## src/rtl/pdc_pkg.sv

```systemverilog
package pdc_pkg;
  typedef enum logic [1:0] {
    KIND_SEQ  = 2'd0,
    KIND_JMP  = 2'd1,
    KIND_CALL = 2'd2,
    KIND_BR   = 2'd3
  } kind_e;
endpackage

```

## src/rtl/pdc_store.sv

```systemverilog
module pdc_store
  import pdc_pkg::*;
#(
  parameter int ADDR_W  = 32,
  parameter int INSTR_W = 32,
  parameter int IDX_W   = 4
) (
  input  logic               clk_i,
  input  logic               rst_ni,
  input  logic               wr_en_i,
  input  logic [ADDR_W-1:0]  wr_addr_i,
  input  logic [INSTR_W-1:0] wr_instr_i,
  input  kind_e              wr_kind_i,
  input  logic [ADDR_W-1:0]  wr_next_i,
  input  logic [ADDR_W-1:0]  rd_addr_i,
  output logic               rd_hit_o,
  output logic [INSTR_W-1:0] rd_instr_o,
  output kind_e              rd_kind_o,
  output logic [ADDR_W-1:0]  rd_next_o
);
  localparam int ENTRIES = 1 << IDX_W;
  localparam int LO      = 2;
  localparam int TAG_W   = ADDR_W - IDX_W - LO;

  logic [IDX_W-1:0] wr_idx, rd_idx;
  logic [TAG_W-1:0] wr_tag, rd_tag;
  assign wr_idx = wr_addr_i[IDX_W+LO-1:LO];
  assign rd_idx = rd_addr_i[IDX_W+LO-1:LO];
  assign wr_tag = wr_addr_i[ADDR_W-1:IDX_W+LO];
  assign rd_tag = rd_addr_i[ADDR_W-1:IDX_W+LO];

  logic               unused_lo;
  assign unused_lo = ^{wr_addr_i[LO-1:0], rd_addr_i[LO-1:0]};

  logic [ENTRIES-1:0] vld_v;
  logic [TAG_W-1:0]   tag_a   [ENTRIES];
  logic [INSTR_W-1:0] instr_a [ENTRIES];
  kind_e              kind_a  [ENTRIES];
  logic [ADDR_W-1:0]  next_a  [ENTRIES];

  for (genvar e = 0; e < ENTRIES; e++) begin : g_ent
    localparam logic [IDX_W-1:0] ME = IDX_W'(e);
    logic               sel;
    logic               vld_q;
    logic [TAG_W-1:0]   tag_q;
    logic [INSTR_W-1:0] instr_q;
    kind_e              kind_q;
    logic [ADDR_W-1:0]  next_q;

    assign sel = wr_en_i && (wr_idx == ME);

    always_ff @(posedge clk_i or negedge rst_ni) begin
      if (!rst_ni)  vld_q <= 1'b0;
      else if (sel) vld_q <= 1'b1;
    end

    always_ff @(posedge clk_i) begin
      if (sel) begin
        tag_q   <= wr_tag;
        instr_q <= wr_instr_i;
        kind_q  <= wr_kind_i;
        next_q  <= wr_next_i;
      end
    end

    assign vld_v[e]   = vld_q;
    assign tag_a[e]   = tag_q;
    assign instr_a[e] = instr_q;
    assign kind_a[e]  = kind_q;
    assign next_a[e]  = next_q;
  end

  assign rd_hit_o   = vld_v[rd_idx] && (tag_a[rd_idx] == rd_tag);
  assign rd_instr_o = instr_a[rd_idx];
  assign rd_kind_o  = kind_a[rd_idx];
  assign rd_next_o  = next_a[rd_idx];
endmodule

```

## src/rtl/pdc_link.sv

```systemverilog
module pdc_link #(
  parameter int ADDR_W = 32
) (
  input  logic              clk_i,
  input  logic              rst_ni,
  input  logic              set_i,
  input  logic [ADDR_W-1:0] addr_i,
  input  logic              busy_i,
  output logic              pend_o,
  output logic [ADDR_W-1:0] addr_o,
  output logic              stall_o
);
  logic              pend_q;
  logic [ADDR_W-1:0] addr_q;

  // a new call wins over retiring the old one: the old one is written this cycle
  always_ff @(posedge clk_i or negedge rst_ni) begin
    if (!rst_ni) begin
      pend_q <= 1'b0;
      addr_q <= '0;
    end else if (set_i) begin
      pend_q <= 1'b1;
      addr_q <= addr_i;
    end else if (pend_q && !busy_i) begin
      pend_q <= 1'b0;
    end
  end

  assign pend_o  = pend_q;
  assign addr_o  = addr_q;
  assign stall_o = pend_q && busy_i;
endmodule

```

## src/rtl/pdc_pc.sv

```systemverilog
module pdc_pc
  import pdc_pkg::*;
#(
  parameter int               ADDR_W   = 32,
  parameter int               INSTR_W  = 32,
  parameter logic [ADDR_W-1:0] RESET_PC = '0
) (
  input  logic               clk_i,
  input  logic               rst_ni,
  input  logic               hit_i,
  input  logic [INSTR_W-1:0] rd_instr_i,
  input  kind_e              rd_kind_i,
  input  logic [ADDR_W-1:0]  rd_next_i,
  input  logic               stall_i,
  input  logic               res_valid_i,
  input  logic               res_taken_i,
  input  logic [ADDR_W-1:0]  res_pc_i,
  output logic [ADDR_W-1:0]  look_pc_o,
  output logic               call_take_o,
  output logic               out_valid_o,
  output logic [ADDR_W-1:0]  out_pc_o,
  output logic [INSTR_W-1:0] out_instr_o,
  output kind_e              out_kind_o,
  output logic [ADDR_W-1:0]  out_next_o,
  output logic               squash_o
);
  logic redirect, take;
  logic [ADDR_W-1:0] pc_q;

  assign redirect    = res_valid_i && !res_taken_i;
  assign take        = hit_i && !stall_i && !redirect;
  assign call_take_o = take && (rd_kind_i == KIND_CALL);

  always_ff @(posedge clk_i or negedge rst_ni) begin
    if (!rst_ni) begin
      pc_q        <= RESET_PC;
      out_valid_o <= 1'b0;
      out_pc_o    <= '0;
      out_instr_o <= '0;
      out_kind_o  <= KIND_SEQ;
      out_next_o  <= '0;
      squash_o    <= 1'b0;
    end else if (redirect) begin
      pc_q        <= res_pc_i + ADDR_W'(4);
      out_valid_o <= 1'b0;
      squash_o    <= 1'b1;
    end else begin
      squash_o    <= 1'b0;
      out_valid_o <= take;
      if (take) begin
        pc_q        <= rd_next_i;   // stored successor, no adder
        out_pc_o    <= pc_q;
        out_instr_o <= rd_instr_i;
        out_kind_o  <= rd_kind_i;
        out_next_o  <= rd_next_i;
      end
    end
  end

  assign look_pc_o = pc_q;
endmodule

```

## src/rtl/pdc_fetch.sv

```systemverilog
module pdc_fetch
  import pdc_pkg::*;
#(
  parameter int                ADDR_W   = 32,
  parameter int                INSTR_W  = 32,
  parameter int                IDX_W    = 4,
  parameter logic [ADDR_W-1:0] RESET_PC = '0
) (
  input  logic               clk_i,
  input  logic               rst_ni,
  input  logic               fill_valid_i,
  input  logic [ADDR_W-1:0]  fill_addr_i,
  input  logic [INSTR_W-1:0] fill_instr_i,
  input  logic [1:0]         fill_kind_i,
  input  logic [ADDR_W-1:0]  fill_next_i,
  input  logic               resolve_valid_i,
  input  logic               resolve_taken_i,
  input  logic [ADDR_W-1:0]  resolve_pc_i,
  input  logic               wb_busy_i,
  output logic [ADDR_W-1:0]  fetch_addr_o,
  output logic               miss_o,
  output logic               fetch_valid_o,
  output logic [ADDR_W-1:0]  fetch_pc_o,
  output logic [INSTR_W-1:0] fetch_instr_o,
  output logic [1:0]         fetch_kind_o,
  output logic [ADDR_W-1:0]  fetch_next_o,
  output logic               squash_o,
  output logic               link_valid_o,
  output logic [ADDR_W-1:0]  link_addr_o
);
  logic               hit, stall, call_take;
  logic [INSTR_W-1:0] rd_instr;
  kind_e              rd_kind, out_kind;
  logic [ADDR_W-1:0]  rd_next, look_pc;

  pdc_store #(.ADDR_W(ADDR_W), .INSTR_W(INSTR_W), .IDX_W(IDX_W)) u_store (
    .clk_i      (clk_i),
    .rst_ni     (rst_ni),
    .wr_en_i    (fill_valid_i),
    .wr_addr_i  (fill_addr_i),
    .wr_instr_i (fill_instr_i),
    .wr_kind_i  (kind_e'(fill_kind_i)),
    .wr_next_i  (fill_next_i),
    .rd_addr_i  (look_pc),
    .rd_hit_o   (hit),
    .rd_instr_o (rd_instr),
    .rd_kind_o  (rd_kind),
    .rd_next_o  (rd_next)
  );

  pdc_pc #(.ADDR_W(ADDR_W), .INSTR_W(INSTR_W), .RESET_PC(RESET_PC)) u_pc (
    .clk_i       (clk_i),
    .rst_ni      (rst_ni),
    .hit_i       (hit),
    .rd_instr_i  (rd_instr),
    .rd_kind_i   (rd_kind),
    .rd_next_i   (rd_next),
    .stall_i     (stall),
    .res_valid_i (resolve_valid_i),
    .res_taken_i (resolve_taken_i),
    .res_pc_i    (resolve_pc_i),
    .look_pc_o   (look_pc),
    .call_take_o (call_take),
    .out_valid_o (fetch_valid_o),
    .out_pc_o    (fetch_pc_o),
    .out_instr_o (fetch_instr_o),
    .out_kind_o  (out_kind),
    .out_next_o  (fetch_next_o),
    .squash_o    (squash_o)
  );

  // return address of the call folded one slot behind the looked-up entry
  pdc_link #(.ADDR_W(ADDR_W)) u_link (
    .clk_i   (clk_i),
    .rst_ni  (rst_ni),
    .set_i   (call_take),
    .addr_i  (look_pc + ADDR_W'(8)),
    .busy_i  (wb_busy_i),
    .pend_o  (link_valid_o),
    .addr_o  (link_addr_o),
    .stall_o (stall)
  );

  assign fetch_addr_o = look_pc;
  assign miss_o       = !hit;
  assign fetch_kind_o = out_kind;
endmodule

```

## config.mk

```make
export PLATFORM = sky130hd
export DESIGN_NAME = pdc_fetch
export DESIGN_NICKNAME = d
export VERILOG_FILES = /design/src/rtl/pdc_pkg.sv /design/src/rtl/pdc_store.sv /design/src/rtl/pdc_link.sv /design/src/rtl/pdc_pc.sv /design/src/rtl/pdc_fetch.sv
export SDC_FILE = /design/constraint.sdc
export NUM_CORES = 2
export LEC_CHECK = 0
export ABC_AREA = 1
export BUFFER_PORTS_ARGS = -buffer_cell sky130_fd_sc_hd__buf_2
export CORE_MARGIN = 8
export CORE_UTILIZATION = 43
export DETAILED_ROUTE_END_ITERATION = 12
export GPL_TIMING_DRIVEN = 0
export PLACE_DENSITY = 0.57
export SLEW_MARGIN = 10
export SYNTH_ARGS = -nofsm -noshare
export SYNTH_HDL_FRONTEND = slang
export SYNTH_SLANG_ARGS = --single-unit
```

## constraint.sdc

```tcl
create_clock -name clk_i -period 4.95 [get_ports clk_i]
set_clock_uncertainty 0.2 [all_clocks]
set_input_delay 0.495 -clock clk_i [delete_from_list [all_inputs] [get_ports clk_i]]
set_output_delay 0.495 -clock clk_i [all_outputs]
set_load 0.05 [all_outputs]
```

# After elaboration in Yosys (flattened, before gate mapping)
# Index checks and enable logic that the tools add are counted.
word_totals:
  in_bits: 136
  latch_bits: 0
  output_inout_bits: 166
  register_bits: 1653
  ramBits: 0
  memories: 0
  word_cells: 164
  romBits: 0
classes:
  order_cmp: 2
  n_addsub: 2
  n_mux: 20
  eq_ne: 17
  n_div: 0
  shifts: 0
  reduce_logical: 32
  multipliers: 0
  n_bitwise: 2
op_table:
  columns: ["operator", "n"]
  rows:
  - ["$bmux W32 S4", 2]
  - ["$mux W32", 6]
  - ["$bmux W26 S4", 1]
  - ["$mux W26", 2]
  - ["$add A32 B3 Y32 const B", 1]
  - ["$add A32 B4 Y32 const B", 1]
  - ["$eq A4 B4 Y1 const B", 8]
  - ["$eq A26 B26 Y1", 1]
  - ["$logic_and A1 B1 Y1", 23]
  - ["$eq A4 B3 Y1 const B", 4]
  - ["$bmux W2 S4", 1]
  - ["$eq A4 B2 Y1 const B", 2]
  - ["$ge A5 B5 Y1 const B", 1]
  - ["$logic_not A1 Y1", 5]
  - ["$lt A4 B5 Y1 const B", 1]
  - ["$mux W1", 5]
  - ["$not A4 Y5", 1]
  - ["$bmux W1 S4", 1]
  - ["$eq A4 B1 Y1 const B", 1]
  - ["$logic_not A4 Y1", 1]
  - ["$mux W2", 2]
  - ["$reduce_bool A2 Y1", 2]
  - ["$eq A2 B2 Y1 const B", 1]
  - ["$reduce_and A2 Y1", 1]
  - ["$not A1 Y1", 1]

# Depth between registers and ports, before layout
depth:
  word_depth: 10
  mapped_depth: 24
  mapped_depth_nobuf: 21

# Hierarchy
# From an unflattened synthesis, not the netlist that was laid out.
unflattened:
  cells_unflattened: 5599
  hier_area_um2: 67318.3
modules_own_cells:
  columns: ["mod", "cells_each", "area_per_inst_um2", "seq_area_each_um2", "instances"]
  rows:
  - ["pdc_store", 4526, 59050.4, 44602.8, 1]
  - ["pdc_pc", 765, 6114.6, 3303.2, 1]
  - ["pdc_link", 140, 1326.3, 825.8, 1]
  - ["pdc_fetch", 168, 827.0, 0.0, 1]

# Least setup slack after synthesis
# OpenSTA, ideal clock, no wires.
synth_path:
  kind: "input to register"
  startpoint: "input port fill_addr_i[5]"
  endpoint: "register u_store.g_ent[11].vld_q"
  path_buffers: 0
  required_time_ps: 4661
  arrival_time_ps: 5125
  path_stages: 5
  slack_ps: -464
  setup_time_ps: 89
  cell_sequence: "inv_1 > nor3_1 > inv_1 > nor2_1 > or2_2"
synth_between:
  elab_chain_cells: 2
synth_lines:
  columns: ["element", "line_no", "source"]
  rows:
  - ["start: declaration", "pdc_fetch.sv:12", "input logic [ADDR_W-1:0] fill_addr_i,"]
  - ["$eq A4 B4 Y1", "pdc_store.sv:50", "assign sel = wr_en_i && (wr_idx == ME);"]
  - ["$logic_and A1 B1 Y1", "pdc_store.sv:50", null]
  - ["via u_store.g_ent[11].sel", "pdc_store.sv:43", "logic sel;"]
  - ["end signal: assignment", "pdc_store.sv:53", "if (!rst_ni) vld_q <= 1'b0;"]
  - ["end signal: assignment", "pdc_store.sv:54", "else if (sel) vld_q <= 1'b1;"]
  - ["end: declaration", "pdc_store.sv:44", "logic vld_q;"]
# The timed path passes the listed nets, and every way through them passes these cells.
# A chain may end at the register's enable or synchronous reset.

# Final worst setup path
layout_path:
  startpoint: "register u_pc.pc_q[3] (netlist: u_pc.look_pc_o[3])"
  endpoint: "register u_pc.pc_q[0] (netlist: u_pc.look_pc_o[0])"
layout_between:
  elab_chain_cells: 9
  elab_cells_between_ends: 16
  cone_classes: "eq/ne (1); mux (10); bitwise (1); reduce/logical (4)"
layout_lines:
  columns: ["element", "line_no", "source"]
  rows:
  - ["start: declaration", "pdc_pc.sv:28", "logic [ADDR_W-1:0] pc_q;"]
  - ["start signal: assignment", "pdc_pc.sv:44", "pc_q <= res_pc_i + ADDR_W'(4);"]
  - ["start signal: assignment", "pdc_pc.sv:51", "pc_q <= rd_next_i;"]
  - ["$not A4 Y5 (implied by the code)", "pdc_store.sv:73, pdc_store.sv:76", null]
  - ["$bmux W26 S4", "pdc_store.sv:73", "assign rd_hit_o = vld_v[rd_idx] && (tag_a[rd_idx] == rd_tag);"]
  - ["$mux W26 (implied by the code) (2 in a row)", "pdc_store.sv:73", null]
  - ["$eq A26 B26 Y1", "pdc_store.sv:73", null]
  - ["$logic_and A1 B1 Y1", "pdc_store.sv:73", null]
  - ["$logic_and A1 B1 Y1 (2 in a row)", "pdc_pc.sv:31", "assign take = hit_i && !stall_i && !redirect;"]
  - ["$reduce_bool A2 Y1 (no source line)", null, null]
# Several ways; a longest one is shown, not always the timed one. The select of a mux whose other input is x is not followed.

==> flow_metrics.py <==
metrics = {
    "critical_path": {
        "critical_path_arrival_ps": 5380,
        "start_kind": "register",
        "reg2reg_to": "u_pc.look_pc_o[0]$_DFFE_PN0P_",
        "path_buf_inv": 6,
        "rr_worst_depth": 12,
        "path_delay_family": "buffers and inverters",
        "critPathMaxFanout": 10,
        "crit_path_max_incr_delay_ps": 640,
        "required_ps": 5480,
        "r2r_slack_ps": 110,
        "crit_slowest_cell": "clkbuf_2",
        "criticalPathCategory": "register to register",
        "end_kind": "register",
        "path_cells": "inv_2, buf_2, buf_2, clkbuf_1, clkbuf_2, clkbuf_2, o21ai_0, o22ai_1, nand2_1, nand3_1, nand2_1, nand3_1",
        "timing.rr.start": "u_pc.look_pc_o[3]$_DFFE_PN0P_",
    },
    "min_path": {
        "hp-class": "primary input to async pin",
    },
    "synth": {
        "yosysMostFrequentCell": "edfxtp_1",
        "seq_area_frac_synth_pct": 72.72,
        "syn_inst": 5716,
        "synth_async_sr_flop_share_pct": 10.95,
        "avgSynthCellArea_um2": 11.72,
        "synthTopCellsByArea": "edfxtp_1 (66%), dfrtp_1 (6.8%), nand2_1 (6.7%), o21ai_0 (4.2%), nor2_1 (3.8%)",
        "yosys_warnings": 0,
        "syn_nets": 5854,
        "ys_types": 41,
        "synth_top_area_cell": "edfxtp_1",
        "syn_area_um2": 67020,
        "synth-edff-count": 1472,
        "ys_top_cells_by_count": "edfxtp_1 (1,472), nand2_1 (1,203), nor2_1 (674)",
        "ys.flop_type": "edfxtp_1",
        "synth.top_cell.area_share_pct": 65.96,
        "ys_ff_latch": 1653,
    },
    "power": {
        "p_per_area_nw_per_um2": 416.3,
        "p_leak_nw": 30.26,
        "ir_drop_uv": 369.8,
    },
    "floorplan": {
        "die_x_um": 410.8,
        "start_util_pct": 43.10,
        "dieArea_um2": 168700,
        "io_pins": 302,
        "core_area_um2": 155500,
        "dieHeight_um": 410.8,
        "row_count": 145,
    },
    "cts": {
        "htree_levels": 4,
        "numCtsBuffers": 173,
        "cts_sinks": 1653,
        "root_buffer": "clkbuf_16",
        "clock_latency_ps": 820,
        "clockBufferDepth": 3,
        "cts_tree": "built",
        "clkSlewWorstSetupHoldPaths_ps": 60,
    },
    "sta": {
        "worstMarginPinSlew_ps": 1379,
        "post-route-min-period_ps": 4843,
        "fmax_mhz": 206.5,
        "relSlewSlack_pct": 8.034,
        "setup_viol": 0,
        "min_period_over_period_pct": 97.85,
        "slew_violations": 0,
        "fin_setup_tns_ps": 0,
        "hold_violations": 0,
        "rsz0062_at_grt": "false",
    },
    "finish": {
        "postLayoutCellArea_um2": 79900,
        "area_delta_synth_final_pct": 19.23,
        "drive_above_1_share_pct": 12.03,
        "nets": 6544,
    },
    "global_route": {
        "track_usage_pct": 27.35,
        "grt_pass1_vias": 46720,
        "antenna_found_initial": 11,
        "grt_max_degree": 106,
        "grt_pass1_wl_um": 335500,
        "grt.overflow.total": 0,
    },
    "drt": {
        "drtIter0Drc": 6161,
        "first_pass_iters": 6,
        "avgViaCountPerCell": 5.621,
        "num_vias": 48430,
        "drt-wirelength-per-cell_um": 27.46,
        "drcViolationCount": 0,
        "detail-route-antenna-nets": 0,
        "routed_wl_um": 236500,
    },
    "place": {
        "place_congestion": 0.8941,
        "dpl_cell_area_um2": 72960,
        "port_buffers": 299,
        "dpl.hpwl_um": 164100,
    },
    "status": {
        "status": "completed",
    },
    "flow_run": {
        "maxCapViolCount": 0,
    },
}
-- sequential cells by signal (all words and copies together), names as in the netlist, 16 cells and up --
register,flops
u_store.g_ent.instr_q,512
u_pc.out_next_o,32
u_store.g_ent.tag_q,416
u_pc.out_instr_o,32
u_pc.out_pc_o,32
u_store.g_ent.kind_q,32
u_store.g_ent.next_q,512
u_link.addr_o,32
u_store.g_ent.vld_q,16
u_pc.look_pc_o,32
-- cells in the final DEF (no fill, tap or decap), types with 59 or more instances in the layout --
master         count
edfxtp_1        1472
o21ai_1           62
o22ai_1          165
dlygate4sd3_1    138
inv_1            355
clkbuf_16        174
nand3_1          430
buf_2            372
o221ai_1         100
buf_12            59
dfrtp_1          181
nor2_1           658
nand2_1         1203
o21ai_0          568
clkbuf_1         237
-- power breakdown --
part           total (mW)  internal (mW)  switching, mW
logic                4.86           1.21           3.65
clock network        12.7           7.19           5.56
registers            15.7           15.5          0.154
total                33.3           23.9           9.37
-- stage by stage --
stage	std cells	hold slack (ps)	worst slack [ps]	power, mW	util (%)
final	8615	85.19	106.7	33.26	51.39
after global routing	8612	139.6	8.028	34.24	51.39
after CTS	8610	89.96	12.74	33.30	51.38
after detailed placement	8152	93.75	-79.86	20.61	46.92
after global placement	8073	247.7	-6530	20.56	45.72
after floorplan	5716	-0.5910	-464.1	18.37	-
-- worst reg2reg max path, cell delays in order (launching register included) --
cell and delay (ps):
dfrtp_1 590, inv_2 240, buf_2 360, buf_2 450, clkbuf_1 590, clkbuf_2 650
clkbuf_2 490, o21ai_0 170, o22ai_1 140, nand2_1 90, nand3_1 290, nand2_1 360
nand3_1 170
-- cell families after synthesis --
group	synth area share [%]
xor gates and xnor gates	0.5097
AOI/OAI and AO/OA	8.105
and+or+nand+nor	14.25
DFF	72.72
buffers and inverters	4.386
adders and majority gates	0.03733
-- worst max path at each step --
stage                                              from                             endpoint  slack (ps)  depth (start not counted)
final                     u_pc.look_pc_o[3]$_DFFE_PN0P_        u_pc.look_pc_o[0]$_DFFE_PN0P_         110                         12
after global routing      u_pc.look_pc_o[2]$_DFFE_PN0P_       u_pc.look_pc_o[30]$_DFFE_PN0P_           8                         13
after CTS                 u_pc.look_pc_o[3]$_DFFE_PN0P_       u_pc.look_pc_o[10]$_DFFE_PN0P_          10                         11
after detailed placement  u_pc.look_pc_o[3]$_DFFE_PN0P_        u_pc.look_pc_o[0]$_DFFE_PN0P_         -80                         12
after global placement                   fill_addr_i[5]  u_store.g_ent[15].vld_q$_DFFE_PN0P_       -6530                          6
after floorplan                          fill_addr_i[5]  u_store.g_ent[11].vld_q$_DFFE_PN0P_        -460                          5
-- layout make-up --
cell class | instances | area (um^2)
tap | 2058 | 2575
sequential | 1653 | 48730
clock buffer | 233 | 4706
inverter | 366 | 1376
timing repair buffer | 516 | 4619
clock inverter | 87 | 834.6
multi-input combinational | 3353 | 15460
buffer | 343 | 1580
antenna | 6 | 15.01
fill | 13570 | 75580
-- repair_timing --
| action | CTS | global route |
|---|---|---|
| setup buffers | 0 | 0 |
| cloned | 0 | 0 |
| hold endpoints to repair | 1581 | 0 |
| pin swaps | 0 | 0 |
| endpoints found under the setup margin | 3 | 10 |
| hold buffers | 138 | 0 |
| gates resized for setup | 4 | 14 |
-- metal layers --
| layer | vias up | wire, um | track usage (%) |
|---|---|---|---|
| met3 | 427 | 22060 | 5.931 |
| li1 | 21440 | - | - |
| met1 | 24160 | 96190 | 37.06 |
| met5 | - | 21 | 0 |
| met2 | 2397 | 107800 | 43.00 |
| met4 | 4 | 10490 | 11.25 |
(Power assumes the default switching activity.)
